File: src/rtl/gmii_tx_pkg.sv
package gmii_tx_pkg;

    localparam int OCTET_W = 8;
    typedef logic [OCTET_W-1:0] octet_t;

    localparam octet_t CODE_IDLE    = 8'h00;
    localparam octet_t CODE_EXT     = 8'h0F;
    localparam octet_t CODE_EXT_ERR = 8'h1F;

    // Position in the frame sequence
    typedef enum logic [1:0] {
        ST_IDLE  = 2'd0,
        ST_FRAME = 2'd1,
        ST_TAIL  = 2'd2
    } flow_e;

    // Which symbol the line carries this cycle
    typedef enum logic [2:0] {
        K_IDLE    = 3'd0,
        K_DATA    = 3'd1,
        K_GAP     = 3'd2,
        K_EXT     = 3'd3,
        K_EXT_ERR = 3'd4
    } kind_e;

    typedef struct packed {
        logic   en;
        logic   er;
        octet_t d;
    } sym_t;

    localparam sym_t SYM_IDLE = '{en: 1'b0, er: 1'b0, d: CODE_IDLE};

    function automatic sym_t build_sym(input kind_e k, input octet_t data,
                                       input logic err, input octet_t gap_fill);
        sym_t s;
        s = SYM_IDLE;
        case (k)
            K_DATA:    s = '{en: 1'b1, er: err,  d: data};
            K_GAP:     s = '{en: 1'b1, er: 1'b1, d: gap_fill};
            K_EXT:     s = '{en: 1'b0, er: 1'b1, d: CODE_EXT};
            K_EXT_ERR: s = '{en: 1'b0, er: 1'b1, d: CODE_EXT_ERR};
            default:   s = SYM_IDLE;
        endcase
        return s;
    endfunction

    function automatic logic sym_legal(input sym_t s);
        return !(!s.en && s.er) || (s.d == CODE_EXT) || (s.d == CODE_EXT_ERR);
    endfunction

endpackage

File: src/rtl/gmii_tx_flow.sv
module gmii_tx_flow
    import gmii_tx_pkg::*;
#(
    parameter bit ALLOW_EXT = 1'b1
) (
    input  logic  clk,
    input  logic  rst,
    input  logic  in_valid,
    input  logic  in_last,
    input  logic  ext_req,
    input  logic  ext_err,
    output kind_e kind,
    output logic  misuse,
    output logic  in_body
);

    flow_e state_q, state_n;
    logic  ext_ok;

    generate
        if (ALLOW_EXT) begin : g_ext_on
            assign ext_ok = 1'b1;
        end else begin : g_ext_off
            assign ext_ok = 1'b0;
        end
    endgenerate

    always_comb begin
        state_n = state_q;
        kind    = K_IDLE;
        misuse  = 1'b0;
        if (in_valid) begin
            kind    = K_DATA;
            state_n = in_last ? ST_TAIL : ST_FRAME;
        end else begin
            case (state_q)
                ST_FRAME: begin
                    kind   = K_GAP;
                    misuse = 1'b1;
                end
                ST_TAIL: begin
                    if (ext_req && ext_ok) begin
                        kind = ext_err ? K_EXT_ERR : K_EXT;
                    end else begin
                        misuse  = ext_req;
                        state_n = ST_IDLE;
                    end
                end
                default: begin
                    misuse  = ext_req;
                    state_n = ST_IDLE;
                end
            endcase
        end
    end

    always_ff @(posedge clk) begin
        if (rst) state_q <= ST_IDLE;
        else     state_q <= state_n;
    end

    assign in_body = (state_q == ST_FRAME);

    // after the tail closes without extension, the flow is idle
    p_tail_closes_r7: assert property (@(posedge clk) disable iff (rst)
        (state_q == ST_TAIL && !in_valid && !ext_req) |=> (state_q == ST_IDLE));

endmodule

File: src/rtl/gmii_tx_symgen.sv
module gmii_tx_symgen
    import gmii_tx_pkg::*;
#(
    parameter octet_t GAP_FILL = 8'h00
) (
    input  kind_e  kind,
    input  octet_t data,
    input  logic   err,
    output sym_t   sym
);

    always_comb begin
        sym = build_sym(kind, data, err, GAP_FILL);
    end

    // the builder never forms a reserved out-of-frame symbol
    always_comb begin
        p_legal_build_r11: assert (sym_legal(sym));
    end

endmodule

File: src/rtl/gmii_tx_outreg.sv
module gmii_tx_outreg
    import gmii_tx_pkg::*;
(
    input  logic clk,
    input  logic rst,
    input  sym_t sym_d,
    output sym_t sym_q
);

    always_ff @(posedge clk) begin
        if (rst) sym_q <= SYM_IDLE;
        else     sym_q <= sym_d;
    end

    p_no_reserved_r11: assert property (@(posedge clk) disable iff (rst)
        (!sym_q.en && sym_q.er) |-> (sym_q.d == CODE_EXT || sym_q.d == CODE_EXT_ERR));

    p_reset_idle_r1: assert property (@(posedge clk)
        $past(rst) |-> (sym_q == SYM_IDLE));

endmodule

File: src/rtl/gmii_tx_flag.sv
module gmii_tx_flag (
    input  logic clk,
    input  logic rst,
    input  logic set,
    output logic flag
);

    always_ff @(posedge clk) begin
        if (rst)      flag <= 1'b0;
        else if (set) flag <= 1'b1;
    end

    p_sticky_r8: assert property (@(posedge clk) disable iff (rst)
        flag |=> flag);

    p_set_seen_r8: assert property (@(posedge clk) disable iff (rst)
        set |=> flag);

endmodule

File: src/rtl/gmii_tx_encoder.sv
module gmii_tx_encoder
    import gmii_tx_pkg::*;
#(
    parameter bit     ALLOW_EXT = 1'b1,
    parameter octet_t GAP_FILL  = 8'h00
) (
    input  logic         clk,
    input  logic         rst,
    input  logic         in_valid,
    input  logic [7:0]   in_data,
    input  logic         in_last,
    input  logic         in_err,
    input  logic         ext_req,
    input  logic         ext_err,
    output logic         gmii_en,
    output logic         gmii_er,
    output logic [7:0]   gmii_d,
    output logic         proto_viol
);

    kind_e kind;
    logic  misuse;
    logic  in_body;
    sym_t  sym_d;
    sym_t  sym_q;

    gmii_tx_flow #(.ALLOW_EXT(ALLOW_EXT)) u_flow (
        .clk     (clk),
        .rst     (rst),
        .in_valid(in_valid),
        .in_last (in_last),
        .ext_req (ext_req),
        .ext_err (ext_err),
        .kind    (kind),
        .misuse  (misuse),
        .in_body (in_body)
    );

    gmii_tx_symgen #(.GAP_FILL(GAP_FILL)) u_symgen (
        .kind(kind),
        .data(in_data),
        .err (in_err),
        .sym (sym_d)
    );

    gmii_tx_outreg u_outreg (
        .clk  (clk),
        .rst  (rst),
        .sym_d(sym_d),
        .sym_q(sym_q)
    );

    gmii_tx_flag u_flag (
        .clk (clk),
        .rst (rst),
        .set (misuse),
        .flag(proto_viol)
    );

    assign gmii_en = sym_q.en;
    assign gmii_er = sym_q.er;
    assign gmii_d  = sym_q.d;

    p_latency_r2: assert property (@(posedge clk) disable iff (rst)
        in_valid |=> (gmii_en && gmii_d == $past(in_data) && gmii_er == $past(in_err)));

    p_gap_fill_r4: assert property (@(posedge clk) disable iff (rst)
        (in_body && !in_valid) |=> (gmii_en && gmii_er && proto_viol));

    p_idle_r5: assert property (@(posedge clk) disable iff (rst)
        (!in_valid && !in_body && !ext_req) |=> (!gmii_en && !gmii_er && gmii_d == 8'h00));

    p_ext_follows_r6: assert property (@(posedge clk) disable iff (rst)
        (!gmii_en && gmii_er) |-> ($past(gmii_en) || $past(gmii_er)));

    p_idle_ext_ignored_r8: assert property (@(posedge clk) disable iff (rst)
        (!in_valid && !in_body && ext_req && !gmii_en && !gmii_er) |=> (!gmii_en && !gmii_er && proto_viol));

endmodule

File: config.mk
export PLATFORM = sky130hd
export DESIGN_NAME = gmii_tx_encoder
export DESIGN_NICKNAME = d
export VERILOG_FILES = /design/src/rtl/gmii_tx_pkg.sv /design/src/rtl/gmii_tx_flow.sv /design/src/rtl/gmii_tx_symgen.sv /design/src/rtl/gmii_tx_outreg.sv /design/src/rtl/gmii_tx_flag.sv /design/src/rtl/gmii_tx_encoder.sv
export SDC_FILE = /design/constraint.sdc
export NUM_CORES = 1
export LEC_CHECK = 0
export ABC_CLOCK_PERIOD_IN_PS = 2740
export BUFFER_PORTS_ARGS = -buffer_cell sky130_fd_sc_hd__buf_2
export CAP_MARGIN = 40
export CELL_PAD_IN_SITES_DETAIL_PLACEMENT = 0
export CELL_PAD_IN_SITES_GLOBAL_PLACEMENT = 2
export CORE_AREA = 2 2 56 48
export DETAILED_ROUTE_END_ITERATION = 7
export DIE_AREA = 0 0 58 50
export HOLD_SLACK_MARGIN = 0.1
export PLACE_DENSITY = 0.78
export SLEW_MARGIN = 20
export SYNTH_ARGS = -nofsm -noshare
export SYNTH_HDL_FRONTEND = slang
export SYNTH_HIERARCHICAL = 1
export SYNTH_SLANG_ARGS = --single-unit
File: constraint.sdc
create_clock -name clk -period 2.74 [get_ports clk]
set_input_delay 0.548 -clock clk [delete_from_list [all_inputs] [get_ports clk]]
set_output_delay 0.548 -clock clk [all_outputs]
set_load 0.05 [all_outputs]
==> results of run 1 <==
sequential cells by signal, summed over array words and instances, names as in the netlist:
name	cells
u_outreg/sym_q	10
u_flow/state_q	2
u_flag/flag	1
worst max-delay path: stages (launching register included):
cell,delay (ns)
dfxtp_1,0.34
inv_1,0.07
ha_1,0.33
nor2_1,0.12
and4_1,0.30
or3b_4,0.42
o21ai_0,0.10
nor2b_1,0.15
report_power, final:
| part | switching (mW) | internal, mW |
|---|---|---|
| logic | 0.0506 | 0.0277 |
| registers | 0.00296 | 0.198 |
| clock network | 0.0555 | 0.0563 |
cells by family (layout without fill, tap and decap cells):
logic type,count (synthesis),count (layout),share of synthesized area [%]
fa+ha+maj,3,3,6.21
buf+inv,4,33,3.73
mux,1,1,1.66
xor+xnor,1,1,1.45
flops,13,13,43.1
compound gates,13,13,13.7
simple gates,29,29,30.2
stage by stage:
stage	std cells	area, um^2	setup WS, ns	hold WS, ns	total power, mW
after CTS	120	786	0.833	0.478	0.398
after global placement	116	759	0.772	0.451	0.284
after detailed placement	116	759	0.804	0.460	0.284
final	120	786	0.836	0.473	0.391
after global routing	120	786	0.639	0.512	0.417
after floorplan	64	604	1.03	0.485	0.258
final cells by class:
type / instances / share of cell area (%)
repair buffers: 26 / 16.9
clock buffers: 4 / 3.34
flip-flops and latches: 13 / 33.1
inverters: 3 / 1.43
multi-input cells: 47 / 40.9
well taps: 27 / 4.30
routing by layer:
layer / vias up / GRT usage [%]
met5: - / 0
met4: 0 / 5.81
met3: 2 / 2.10
met2: 19 / 12.7
met1: 217 / 14.3
li1: 275 / -
worst max path at each step:
stage	to	depth (start not counted)	slack [ns]
3_3_place_gp	u_outreg/sym_q[6]	6	0.77
6_report	u_outreg/sym_q[2]	7	0.84
5_1_grt	u_outreg/sym_q[6]	6	0.64
3_5_place_dp	u_outreg/sym_q[5]	6	0.80
2_1_floorplan	u_outreg/sym_q[8]	7	1.03
4_1_cts	u_outreg/sym_q[5]	6	0.83
layout by cell type (no fill, tap or decap), drive strengths merged:
master,n
dfxtp,13
nor3b,1
o21ba,1
xnor2,1
buf,26
and2,3
or2b,2
and4,1
inv,3
nor2,7
ha,3
mux2i,1
nor2b,10
a21boi,1
a21oi,3
o41ai,2
o21ai,5
clkbuf,4
nand3b,3
o21bai,1
or3b,2
==> impl_metrics.py, run 1 <==
metrics = {
    "logic_synthesis": {
        "ys_ff_latch": 13,
        "synth_fp_nets": 82,
        "yosysWarnings": 6,
        "netlist_area_um2": 604,
        "synth_async_sr_flop_share_pct": 0,
        "synth_top_area_share_pct": 43.1,
        "synthCells": 64,
        "synthFlopType": "dfxtp_1",
        "synthTopCellsByCount": "dfxtp_1, nor2b_1, nor2_1, o21ai_0",
        "yosysSeqAreaShare_pct": 43.1,
        "synth_edf_count": 0,
        "yosys.area.top_type": "dfxtp_1",
        "synth_area_per_cell_um2": 9.44,
        "ys_top_cells_by_area": "dfxtp_1, nor2b_1, ha_1",
        "synth.most_common_cell": "dfxtp_1",
        "ys_types": 22,
    },
    "setup_path": {
        "critPathRequiredTime_ns": 2.94,
        "worstSetupPathType": "reg -> reg",
        "arrival_ns": 2.11,
        "regToRegStartpoint": "u_flow/state_q[0]",
        "reg2reg_slack_ns": 0.84,
        "end_kind": "flip-flop",
        "worstSetupStartpointType": "flip-flop",
        "cp-startpoint": "u_flow/state_q[0]",
        "worst-path-max-fanout": 7,
        "reg2reg_depth": 7,
        "r2r_end": "u_outreg/sym_q[2]",
    },
    "clocking": {
        "cts_resized": 0,
        "clkTransAtPathRegs_ns": 0.08,
        "hold_buffers": 0,
        "clkSinkCount": 13,
        "clock_latency_ns": 0.27,
        "cts_htree_levels": 1,
        "cts.path.max_buffers": 2,
        "cts_root_buf": "clkbuf_4",
        "cts_tree": "done",
        "numCtsBuffers": 3,
        "post_cts_buffers": 0,
    },
    "cells_and_area": {
        "postLayoutCoreUtil_pct": 33.8,
        "regArea_um2": 260,
        "fill_cells": 262,
        "nNetsFinal": 112,
        "multi_input_area_um2": 322,
        "antenna_cells": 0,
        "synthToLayoutAreaGrowth_pct": 30.0,
        "drive_gt1_share_pct": 33.3,
    },
    "drt": {
        "highest_layer": "met4",
        "drc_errors": 0,
        "wl_met3_um": 111,
        "wl_met2_um": 523,
        "drt_iter0_drc": 11,
        "vias_per_cell": 4.28,
        "drt_wl_total_mm": 1.25,
        "m1WireLength_um": 603,
        "ant_nets": 0,
        "num_vias": 513,
        "wl_per_cell_um": 10.4,
        "drtPass1Iterations": 4,
    },
    "sta": {
        "slew_headroom_pct": 70.6,
        "rsz0062_at_grt": "false",
        "fin_setup_tns_ns": 0,
        "finalCritPeriodShare_pct": 69.5,
        "worst_pin_slew_ns": 0.440,
        "finalSetupViolations": 0,
        "hold_viol_final": 0,
        "finClkSkew_ns": 0.00501,
        "report.final.slew_viol_count": 0,
        "min_period_ns": 1.90,
        "max_clock_freq_mhz": 525,
    },
    "global_route": {
        "first_global_vias": 467,
        "grt_max_degree": 16,
        "grt_pass1_wl_mm": 2.11,
        "grt_overflow": 0,
        "antenna_found_initial": 0,
        "grtUsageTotal_pct": 9.75,
    },
    "floorplan": {
        "ios": 26,
        "initial_core_util_pct": 26.0,
        "die_area_um2": 2900,
        "core_area_um2": 2320,
        "die_w_um": 58,
        "fp-row-count": 16,
        "die_y_um": 50,
    },
    "place": {
        "gp_congestion": 0.638,
        "hpwlAfterDp_um": 989,
        "portBuffers": 25,
    },
    "hold_path": {
        "worstHoldStart": "u_flag/flag",
        "hold_path.class": "reg -> reg",
        "min_to": "u_flag/flag",
        "hold_depth": 1,
    },
    "pwr": {
        "power_density_nw_per_um2": 497,
        "ir_drop_mv": 0.224,
        "p_leak_nw": 0.374,
    },
    "run_status": {
        "status": "finished, final reports clean",
    },
    "flow_run": {
        "cap_viol_max_count": 0,
    },
}
No activity file was read; power rests on OpenSTA's default activity.
==> inputs of run 2 (changes only) <==
ABC_CLOCK_PERIOD_IN_PS = 1500   (was 2740)
CORE_AREA = 2 2 61 51   (was 2 2 56 48)
DIE_AREA = 0 0 63 53   (was 0 0 58 50)
PLACE_DENSITY = 0.71   (was 0.78)
clock period = 1.5 ns   (was 2.74 ns; I/O delays follow)
==> impl_metrics.py, run 2 (same netlist as run 1, synthesis figures left out) <==
metrics = {
    "drt": {
        "drt_iter0_drc": 6,
        "ant_nets": 0,
        "num_vias": 574,
        "vias_per_cell": 4.01,
        "drtPass1Iterations": 3,
        "drt_wl_total_mm": 1.51,
        "wl_per_cell_um": 10.6,
        "drc_errors": 0,
    },
    "setup_path": {
        "crit_path_cell_trace": "inv_2 > ha_4 > nor2_4 > and4_4 > or3b_4 > o21ai_2 > nor2b_2",
        "arrival_ns": 1.84,
        "cp-startpoint": "u_flow/state_q[0]",
        "worst-path-max-fanout": 6,
        "cpLargestDelayFamily": "simple AND/OR/NAND/NOR gates",
        "worstSetupStartpointType": "flip-flop",
        "worstSetupPathType": "reg -> reg",
        "crit_path_max_incr_delay_ns": 0.43,
        "slowest_stage": "or3b_4",
        "regToRegStartpoint": "u_flow/state_q[0]",
        "critical_path_buf_inv_count": 1,
        "end_kind": "flip-flop",
        "critPathRequiredTime_ns": 1.72,
    },
    "pwr": {
        "ir_drop_mv": 0.344,
        "p_switching_uw": 222,
        "swShare_pct": 29.1,
        "p_clk_share_pct": 28.0,
        "p_leak_nw": 0.448,
        "power_uw": 761,
        "intPower_uw": 540,
        "power_density_nw_per_um2": 806,
        "seqPwrFrac_pct": 48.3,
        "p_comb_share_pct": 23.7,
    },
    "clocking": {
        "clkSinkCount": 13,
        "cts_tree": "done",
        "cts_htree_levels": 1,
        "cts_root_buf": "clkbuf_4",
        "hold_buffers": 0,
        "clkTransAtPathRegs_ns": 0.08,
        "cts.path.max_buffers": 2,
        "numCtsBuffers": 3,
        "clock_latency_ns": 0.27,
    },
    "sta": {
        "slew_headroom_pct": 81.4,
        "rsz0062_at_grt": "true",
        "hold_viol_final": 0,
        "setup_slack_ns": -0.127,
        "min_period_ns": 1.63,
        "finalCritPeriodShare_pct": 108,
        "report.final.slew_viol_count": 0,
        "finClkSkew_ns": 0.00537,
        "finalSetupViolations": 10,
        "max_clock_freq_mhz": 615,
        "worst_pin_slew_ns": 0.279,
    },
    "cells_and_area": {
        "antenna_cells": 0,
        "regArea_um2": 263,
        "drive_gt1_share_pct": 54.3,
        "fill_cells": 281,
        "mostFrequentLayoutCell": "buf_2",
        "largest_reg_flops": 10,
        "nNetsFinal": 124,
        "regMostFlops": "u_outreg/sym_q",
        "reg_top3": "u_outreg/sym_q x10, u_flow/state_q x2, u_flag/flag x1",
        "synthToLayoutAreaGrowth_pct": 56.3,
        "multi_input_area_um2": 374,
        "final_cell_mix": "buf_2, buf_4, dfxtp_1",
    },
    "floorplan": {
        "fp-row-count": 17,
        "die_y_um": 53,
        "die_area_um2": 3340,
        "ios": 26,
        "initial_core_util_pct": 22.4,
        "core_area_um2": 2700,
        "die_w_um": 63,
    },
    "place": {
        "portBuffers": 25,
        "hpwlAfterDp_mm": 1.11,
        "dp_slack_ns": -0.148,
        "gp_congestion": 0.703,
    },
    "global_route": {
        "grt_pass1_wl_mm": 2.44,
        "grt_use_met2_pct": 17.0,
        "grt_max_degree": 16,
        "use_met3_pct": 4.47,
        "grt_overflow": 0,
        "antenna_found_initial": 0,
        "grt_busiest_layer": "met2",
        "grtUsageTotal_pct": 9.85,
        "use_met1_pct": 10.5,
        "first_global_vias": 572,
    },
    "hold_path": {
        "worstHoldStart": "in_last",
        "hold_path.class": "in -> reg",
    },
    "run_status": {
        "violations": "negative setup slack",
        "status": "finished with violations",
    },
    "flow_run": {
        "cap_viol_max_count": 0,
    },
}
run 2: changes by cell type in the layout (fill, tap and decap cells not counted), sizes merged:
cell / delta
buf: +12
run 2: what timing repair did:
item                                    CTS  global route
endpoints found under the setup margin   10            10
buffers inserted                          1             1
pin swaps                                 4             1
gates cloned                              0             0
gates resized for setup                   5            11
run 2: path summary, 6_finish.rpt:
check / endpoint / slack [ns] / cells after the start
worst min register to register: u_flag/flag / 0.47 / 1
worst max-delay path: u_outreg/sym_q[2] / -0.13 / 7
worst min-delay path: u_flow/state_q[1] / 0.26 / 3
worst max register to register: u_outreg/sym_q[2] / -0.13 / 7
run 2: layer usage:
metal | share of wire (%) | vias up
met5 | 0 | -
met4 | 1.4 | 0
met3 | 6.7 | 2
met2 | 45 | 17
met1 | 46 | 257
li1 | - | 298
run 2: power groups by stage:
stage / Clock [mW] / Combinational (mW) / Sequential, mW
final: 0.213 / 0.180 / 0.368
after global placement: 0 / 0.169 / 0.375
after CTS: 0.231 / 0.174 / 0.368
after global routing: 0.247 / 0.194 / 0.370
after floorplan: 0 / 0.0495 / 0.426
after detailed placement: 0 / 0.170 / 0.376
run 2: cell type report:
class	instances	area share (%)
Multi-Input combinational cell	47	39.6
Sequential cell	13	27.8
Timing Repair Buffer	38	23.6
Tap cell	38	5.03
Clock buffer	4	2.78
Inverter	3	1.19
run 2: worst reg2reg max path, delay by kind of cell (launching register included):
| kind | cells | cell delay, ns |
|---|---|---|
| AOI/OAI and AO/OA | 1 | 0.07 |
| buffers and inverters | 1 | 0.05 |
| and+or+nand+nor | 4 | 0.90 |
| adders and majority gates | 1 | 0.23 |
| DFF | 1 | 0.34 |
run 2: stage by stage:
step                cell area (um^2)  util (%)  cells  hold WS (ns)  setup TNS, ns
finish                           945      35.0    143         0.261         -0.861
detailed placement               875      32.4    138         0.460          -1.05
floorplan                        623         -     64         0.372         -0.234
global route                     945      35.0    143         0.269          -1.67
global placement                 875      32.4    138         0.449         -0.888
CTS                              911      33.7    142         0.254         -0.673
